$ cat src/rtl/dual_pio_pkg.sv
package dual_pio_pkg;

   localparam int unsigned SLOTS_PER_GRP = 4;
   localparam int unsigned PORTS_PER_GRP = 3;

   // control word bit positions (decoded by this block)
   localparam int unsigned MODE_FLAG_BIT = 7;
   localparam int unsigned A_DIR_BIT     = 4;
   localparam int unsigned CU_DIR_BIT    = 3;
   localparam int unsigned B_DIR_BIT     = 1;
   localparam int unsigned CL_DIR_BIT    = 0;

   typedef enum logic [1:0] {
      SLOT_A    = 2'd0,
      SLOT_B    = 2'd1,
      SLOT_C    = 2'd2,
      SLOT_CTRL = 2'd3
   } slot_e;

   // 1 = input
   typedef struct packed {
      logic a_in;
      logic b_in;
      logic cu_in;
      logic cl_in;
   } dir_t;

   localparam dir_t DIR_ALL_IN = '{a_in: 1'b1, b_in: 1'b1, cu_in: 1'b1, cl_in: 1'b1};

endpackage

$ cat src/rtl/pio_sync.sv
module pio_sync #(
   parameter int unsigned WIDTH  = 48,
   parameter int unsigned STAGES = 2
) (
   input  logic             clk,
   input  logic             rst_n,
   input  logic [WIDTH-1:0] d,
   output logic [WIDTH-1:0] q
);

   if (STAGES < 2) begin : g_bad_stages
      $error("pio_sync: STAGES must be at least 2");
   end

   logic [WIDTH-1:0] stage_q [STAGES];

   always_ff @(posedge clk) begin
      if (!rst_n) stage_q[0] <= '0;
      else        stage_q[0] <= d;
   end

   for (genvar s = 1; s < STAGES; s++) begin : g_stage
      always_ff @(posedge clk) begin
         if (!rst_n) stage_q[s] <= '0;
         else        stage_q[s] <= stage_q[s-1];
      end
   end

   assign q = stage_q[STAGES-1];

endmodule

$ cat src/rtl/pio_group.sv
module pio_group
   import dual_pio_pkg::*;
#(
   parameter int unsigned DATA_W = 8,
   localparam int unsigned HALF_W = DATA_W / 2,
   localparam int unsigned GRP_W  = PORTS_PER_GRP * DATA_W
) (
   input  logic              clk,
   input  logic              rst_n,
   input  logic              sel,
   input  slot_e             slot,
   input  logic              wr_en,
   input  logic [DATA_W-1:0] wdata,
   input  logic [GRP_W-1:0]  pin_sync,
   output logic [GRP_W-1:0]  grp_out,
   output logic [GRP_W-1:0]  grp_oe,
   output logic [DATA_W-1:0] rd_val
);

   if (DATA_W != 8) begin : g_bad_width
      $error("pio_group: control word layout needs DATA_W of 8");
   end

   dir_t              dir_q;
   logic [DATA_W-1:0] lat_a, lat_b, lat_c;
   logic              grp_wr, ctrl_wr;
   logic              unused_mode_bits;

   assign grp_wr           = sel && wr_en;
   assign ctrl_wr          = grp_wr && (slot == SLOT_CTRL);
   assign unused_mode_bits = ^wdata[6:5];

   // direction register
   always_ff @(posedge clk) begin
      if (!rst_n) begin
         dir_q <= DIR_ALL_IN;
      end else if (ctrl_wr && wdata[MODE_FLAG_BIT]) begin
         dir_q.a_in  <= wdata[A_DIR_BIT];
         dir_q.b_in  <= wdata[B_DIR_BIT];
         dir_q.cu_in <= wdata[CU_DIR_BIT];
         dir_q.cl_in <= wdata[CL_DIR_BIT];
      end
   end

   // output latches
   always_ff @(posedge clk) begin
      if (!rst_n) begin
         lat_a <= '0;
         lat_b <= '0;
         lat_c <= '0;
      end else if (grp_wr) begin
         unique case (slot)
            SLOT_A: lat_a <= wdata;
            SLOT_B: lat_b <= wdata;
            SLOT_C: lat_c <= wdata;
            SLOT_CTRL: begin
               if (wdata[MODE_FLAG_BIT]) begin
                  lat_a <= '0;
                  lat_b <= '0;
                  lat_c <= '0;
               end else begin
                  lat_c[wdata[3:1]] <= wdata[0];
               end
            end
            default: ;
         endcase
      end
   end

   // output enables
   logic [DATA_W-1:0] oe_a, oe_b, oe_c;
   assign oe_a = {DATA_W{~dir_q.a_in}};
   assign oe_b = {DATA_W{~dir_q.b_in}};
   assign oe_c = {{HALF_W{~dir_q.cu_in}}, {HALF_W{~dir_q.cl_in}}};

   assign grp_out = {lat_c, lat_b, lat_a};
   assign grp_oe  = {oe_c, oe_b, oe_a};

   // read mux: output bits read back the latch, input bits the pin
   logic [DATA_W-1:0] mix_a, mix_b, mix_c;
   assign mix_a = (pin_sync[0*DATA_W +: DATA_W] & ~oe_a) | (lat_a & oe_a);
   assign mix_b = (pin_sync[1*DATA_W +: DATA_W] & ~oe_b) | (lat_b & oe_b);
   assign mix_c = (pin_sync[2*DATA_W +: DATA_W] & ~oe_c) | (lat_c & oe_c);

   always_comb begin
      unique case (slot)
         SLOT_A:  rd_val = mix_a;
         SLOT_B:  rd_val = mix_b;
         SLOT_C:  rd_val = mix_c;
         default: rd_val = '0;
      endcase
   end

   // a mode word empties every latch of this group
   a_r5_mode_clears: assert property (@(posedge clk) disable iff (!rst_n)
      (ctrl_wr && wdata[MODE_FLAG_BIT]) |=> (lat_a == '0 && lat_b == '0 && lat_c == '0));

   // single-bit command lands on the chosen bit
   a_r8_bit_cmd: assert property (@(posedge clk) disable iff (!rst_n)
      (ctrl_wr && !wdata[MODE_FLAG_BIT]) |=> (lat_c[$past(wdata[3:1])] == $past(wdata[0])));

   // single-bit command keeps directions
   a_r8_dir_kept: assert property (@(posedge clk) disable iff (!rst_n)
      (ctrl_wr && !wdata[MODE_FLAG_BIT]) |=> $stable(dir_q));

   // data write loads the latch
   a_r7_latch_load: assert property (@(posedge clk) disable iff (!rst_n)
      (grp_wr && slot == SLOT_B) |=> (lat_b == $past(wdata)));

   // no write to this group leaves it untouched
   a_r11_idle_group: assert property (@(posedge clk) disable iff (!rst_n)
      !grp_wr |=> ($stable(lat_a) && $stable(lat_b) && $stable(lat_c) && $stable(dir_q)));

endmodule

$ cat src/rtl/dual_pio.sv
module dual_pio
   import dual_pio_pkg::*;
#(
   parameter int unsigned N_GROUPS    = 2,
   parameter int unsigned DATA_W      = 8,
   parameter int unsigned SYNC_STAGES = 2,
   localparam int unsigned ADDR_W = $clog2(N_GROUPS) + 2,
   localparam int unsigned GRP_W  = PORTS_PER_GRP * DATA_W,
   localparam int unsigned N_LINES = N_GROUPS * GRP_W
) (
   input  logic               clk,
   input  logic               rst_n,
   input  logic [ADDR_W-1:0]  addr,
   input  logic               wr_en,
   input  logic [DATA_W-1:0]  wdata,
   input  logic               rd_en,
   output logic [DATA_W-1:0]  rdata,
   output logic [N_LINES-1:0] pin_out,
   output logic [N_LINES-1:0] pin_oe,
   input  logic [N_LINES-1:0] pin_in
);

   if (N_GROUPS < 2) begin : g_bad_groups
      $error("dual_pio: N_GROUPS must be at least 2");
   end
   if (DATA_W != 8) begin : g_bad_width
      $error("dual_pio: DATA_W must be 8");
   end

   localparam int unsigned GSEL_W = ADDR_W - 2;

   logic [N_LINES-1:0] pin_sync;
   logic [DATA_W-1:0]  rd_vals [N_GROUPS];
   logic [GSEL_W-1:0]  grp_idx;
   slot_e              slot;

   assign grp_idx = addr[ADDR_W-1:2];
   assign slot    = slot_e'(addr[1:0]);

   pio_sync #(
      .WIDTH  (N_LINES),
      .STAGES (SYNC_STAGES)
   ) u_sync (
      .clk   (clk),
      .rst_n (rst_n),
      .d     (pin_in),
      .q     (pin_sync)
   );

   for (genvar g = 0; g < N_GROUPS; g++) begin : g_grp
      logic sel;
      assign sel = (grp_idx == GSEL_W'(g));

      pio_group #(
         .DATA_W (DATA_W)
      ) u_grp (
         .clk      (clk),
         .rst_n    (rst_n),
         .sel      (sel),
         .slot     (slot),
         .wr_en    (wr_en),
         .wdata    (wdata),
         .pin_sync (pin_sync[g*GRP_W +: GRP_W]),
         .grp_out  (pin_out[g*GRP_W +: GRP_W]),
         .grp_oe   (pin_oe[g*GRP_W +: GRP_W]),
         .rd_val   (rd_vals[g])
      );
   end

   always_ff @(posedge clk) begin
      if (!rst_n)     rdata <= '0;
      else if (rd_en) rdata <= rd_vals[grp_idx];
   end

   // control offsets read as zero
   a_r10_ctrl_read_zero: assert property (@(posedge clk) disable iff (!rst_n)
      (rd_en && addr[1:0] == 2'b11) |=> (rdata == '0));

   // read data holds between reads
   a_r9_rdata_hold: assert property (@(posedge clk) disable iff (!rst_n)
      !rd_en |=> $stable(rdata));

endmodule

$ cat config.mk
export PLATFORM = sky130hd
export DESIGN_NAME = dual_pio
export DESIGN_NICKNAME = d
export VERILOG_FILES = /design/src/rtl/dual_pio_pkg.sv /design/src/rtl/pio_sync.sv /design/src/rtl/pio_group.sv /design/src/rtl/dual_pio.sv
export SDC_FILE = /design/constraint.sdc
export NUM_CORES = 1
export LEC_CHECK = 0
export BUFFER_PORTS_ARGS = -buffer_cell sky130_fd_sc_hd__buf_2
export CORE_AREA = 3 3 121 123
export DETAILED_ROUTE_END_ITERATION = 7
export DIE_AREA = 0 0 124 126
export GPL_TIMING_DRIVEN = 0
export PLACE_DENSITY = 0.74
export SLEW_MARGIN = 10
export SYNTH_ARGS = -nofsm -noshare
export SYNTH_HDL_FRONTEND = slang
export SYNTH_SLANG_ARGS = --single-unit
export TNS_END_PERCENT = 5
$ cat constraint.sdc
create_clock -name clk -period 1.3 [get_ports clk]
set_input_delay 0.26 -clock clk [delete_from_list [all_inputs] [get_ports clk]]
set_output_delay 0.26 -clock clk [all_outputs]
set_load 0.01 [all_outputs]
==> summary.txt <==
Synthesis
  • Distinct cell type count after synthesis: 41
  • Sequential element share of the synthesized area: 50.01%
  • Area of the mapped netlist: 0.006405 sq mm
  • Count of yosys warnings during synthesis: 0
  • Number of enable-type register cells in the synthesized netlist: 0
  • Ranking of synthesized cells by instance count: sky130_fd_sc_hd__dfxtp_1 (160), sky130_fd_sc_hd__and2_1 (98), sky130_fd_sc_hd__mux2i_1 (85)
  • Flops & latches, synth: 160
  • Most repeated cell in the gate-level netlist after synthesis: sky130_fd_sc_hd__dfxtp_1
  • Top-area cell type share of the netlist area: 50.01%
  • Post-Syn Instances: 636
  • Async S/R FF share, synth: 0%
  • Top post-synthesis cells by area: sky130_fd_sc_hd__dfxtp_1 (50%), sky130_fd_sc_hd__mux2i_1 (13%), sky130_fd_sc_hd__and2_1 (9.6%)
  • Area leader, netlist: sky130_fd_sc_hd__dfxtp_1
  • Synthesized net count: 699
  • Syn Area/Cell: 10.07 sq um
  • Most used flip-flop cell after synthesis: sky130_fd_sc_hd__dfxtp_1

Clock tree
  • Number of sinks handled by clock tree synthesis: 160
  • Clock transition at the register clock pins on the worst setup and hold paths after CTS: 60 ps
  • Worst-Skew Late Latency: 420 ps
  • Root buf cell: sky130_fd_sc_hd__clkbuf_16
  • Count of H-tree levels built during CTS: 4
  • Number of clock buffers inserted by TritonCTS: 17
  • CTS tree: yes
  • Buffer depth of the longest clock path: 2

Worst setup path
  • Startpoint of the worst setup timing path: g_grp[0].u_grp.dir_q[2]
  • Launch point of the worst reg-to-reg path: g_grp[0].u_grp.dir_q[2]
  • Startpoint-to-endpoint class of the critical path: flop to output port
  • Startpoint kind of the worst setup timing path: flop
  • Type of element capturing the critical path: output port
  • Maximum fanout along the worst path: 5
  • CP Data Required Time: 1040 ps
  • Arrival time worst endpoint: 1250 ps

STA
  • Skew final: 7.787 ps
  • Aggregate negative setup slack: -7733 ps
  • Slew of the pin with the lowest slew margin: 901.5 ps
  • Achievable Freq: 0.6629 GHz
  • Period minus WS final: 1509 ps
  • Endpoints failing hold: 0
  • PnR worst setup slack: -208.6 ps
  • Final setup violation count: 52
  • Portion of the clock cycle consumed by the worst path in the final layout: 116.0%
  • RSZ-0062 raised after global routing: true
  • Max-Slew Margin vs Limit: 39.78%
  • Total count of max-transition violations in the final report: 0

Routing
  • Wire per inst: 17.76 um
  • Detail Route Antenna Nets: 0
  • Number of iterations in the first detailed-routing pass: 5
  • Remaining DRCs: 0
  • Vias: 5083
  • Initial detailed-routing violation count: 356
  • Total length of routed wires: 18.13 mm
  • Drt via density: 4.978

Run status
  • Result of the run: complete, but fails checks
  • Failing checks: setup timing

Finish
  • Post-route cell area: 0.008652 sq mm
  • Fraction of final layout cells sized beyond drive strength 1: 35.95%
  • Number of standard cells in the final layout excluding fillers: 1021
  • Utilization after layout: 62.82%
  • Area overhead of the layout relative to synthesis: 35.09%
  • Count of nets after finishing: 891

Global route
  • Antenna violations before repair: 0
  • Overall global routing resource usage: 23.21%
  • Gr ovfl total: 0
  • Vias in the first global route: 4868
  • Global-route wire length before repair: 26.84 mm
  • Maximum number of pins on one net before global-route repair: 17

Floorplanning
  • Std-Cell Core Area: 0.01377 sq mm
  • Count of boundary I/O pins: 167
  • Horizontal extent of the die: 124 um
  • Starting density of the core: 46.50%
  • Floorplan die area: 0.01562 sq mm
  • Vertical die dimension: 126 um
  • Placement row count: 43

Job
  • Maxcap violations: 0

Placement
  • Cell Area, Placed: 0.007458 sq mm
  • Sum of net half-perimeters after detailed placement: 12.98 mm
  • Number of buffer cells added on primary ports: 165
  • RePlAce Congestion: 0.9249
  • Cell Count Post-Placement: 981

Power
  • Static leakage power: 0.004036 uW
  • Worst IR drop on VDD: 0.9136 mV
  • Power per Cell Area: 1359 mW/mm^2
  • Pwr Total: 11760 uW

Hold path
  • Hold wc startpoint: pin_in[31]
  • Worst hold path type: input port to flop
report_power, final:
part	total [uW]	internal (uW)	switching [uW]
clock network	5530	3590	1940
registers	5190	5100	97.5
logic	1040	487	552
kinds of logic after synthesis:
| kind of cell | share of synthesized area [%] |
|---|---|
| simple gates | 18.44 |
| flops | 50.01 |
| compound gates | 9.807 |
| buf+inv | 8.459 |
| mux | 13.28 |
worst paths after layout:
path,depth (start not counted),slack (ps),endpoint
worst max-delay path,4,-210,pin_oe[11]
worst min-delay path,2,40,u_sync.stage_q[0][31]
worst max register to register,5,-170,rdata[3]
worst min register to register,1,430,u_sync.stage_q[1][13]
cell type report:
cell class | count | area, sq um
Clock inverter | 10 | 210.2
Clock buffer | 21 | 440.4
Inverter | 12 | 70.07
Antenna cell | 1 | 2.502
Fill cell | 1126 | 5121
Timing Repair Buffer | 180 | 1174
Multi-Input combinational cell | 380 | 2719
Tap cell | 180 | 225.2
Buffer | 76 | 571.8
Timing Repair inverter | 1 | 7.507
Sequential cell | 160 | 3232
sequential cells by signal (all words and copies together), names as in the netlist:
name / cells
g_grp.u_grp.lat_c: 16
g_grp.u_grp.lat_a: 16
u_sync.stage_q: 96
g_grp.u_grp.dir_q: 8
rdata: 8
g_grp.u_grp.lat_b: 16
repair_timing:
| action | CTS | global route |
|---|---|---|
| hold buffers | 0 | 0 |
| buffers inserted | 14 | 1 |
| resized for setup | 93 | 40 |
| cloned | 1 | 0 |
| setup endpoints to repair | 147 | 126 |
| pin swaps | 3 | 4 |
per-stage QoR:
stage          setup WS, ps  hold slack [ps]
2_1_floorplan        -90.87            387.3
3_3_place_gp         -818.3            413.6
3_5_place_dp         -791.6            412.8
4_1_cts              -277.3            24.45
5_1_grt              -256.4            31.82
6_report             -208.6            37.53
metal layers:
layer  wire (um)  global-route usage [%]  share of wire, %
met2        8835                   38.18                49
met4         328                   8.505               1.8
met1        7724                   29.18                43
met3        1244                   6.107               6.9
met5           0                       0                 0
worst max-delay path, stage by stage, from the launching register on:
cell and delay (ps):
sky130_fd_sc_hd__dfxtp_2 350, sky130_fd_sc_hd__clkinvlp_4 100, sky130_fd_sc_hd__buf_6 140, sky130_fd_sc_hd__buf_4 130, sky130_fd_sc_hd__buf_6 110
cell usage in the layout (no fill, tap or decap), drive strengths merged, types with 6 or more instances in the layout:
cell and n:
o21ai 31, nand2 18, nor2 18, buf 231
clkbuf 46, bufinv 6, mux2i 85, clkinvlp 9
nor2b 41, inv 8, o211ai 8, o22ai 16
a21oi 16, dfxtp 160, o32ai 8, and2 98
Power figures use the tool's default switching activity.
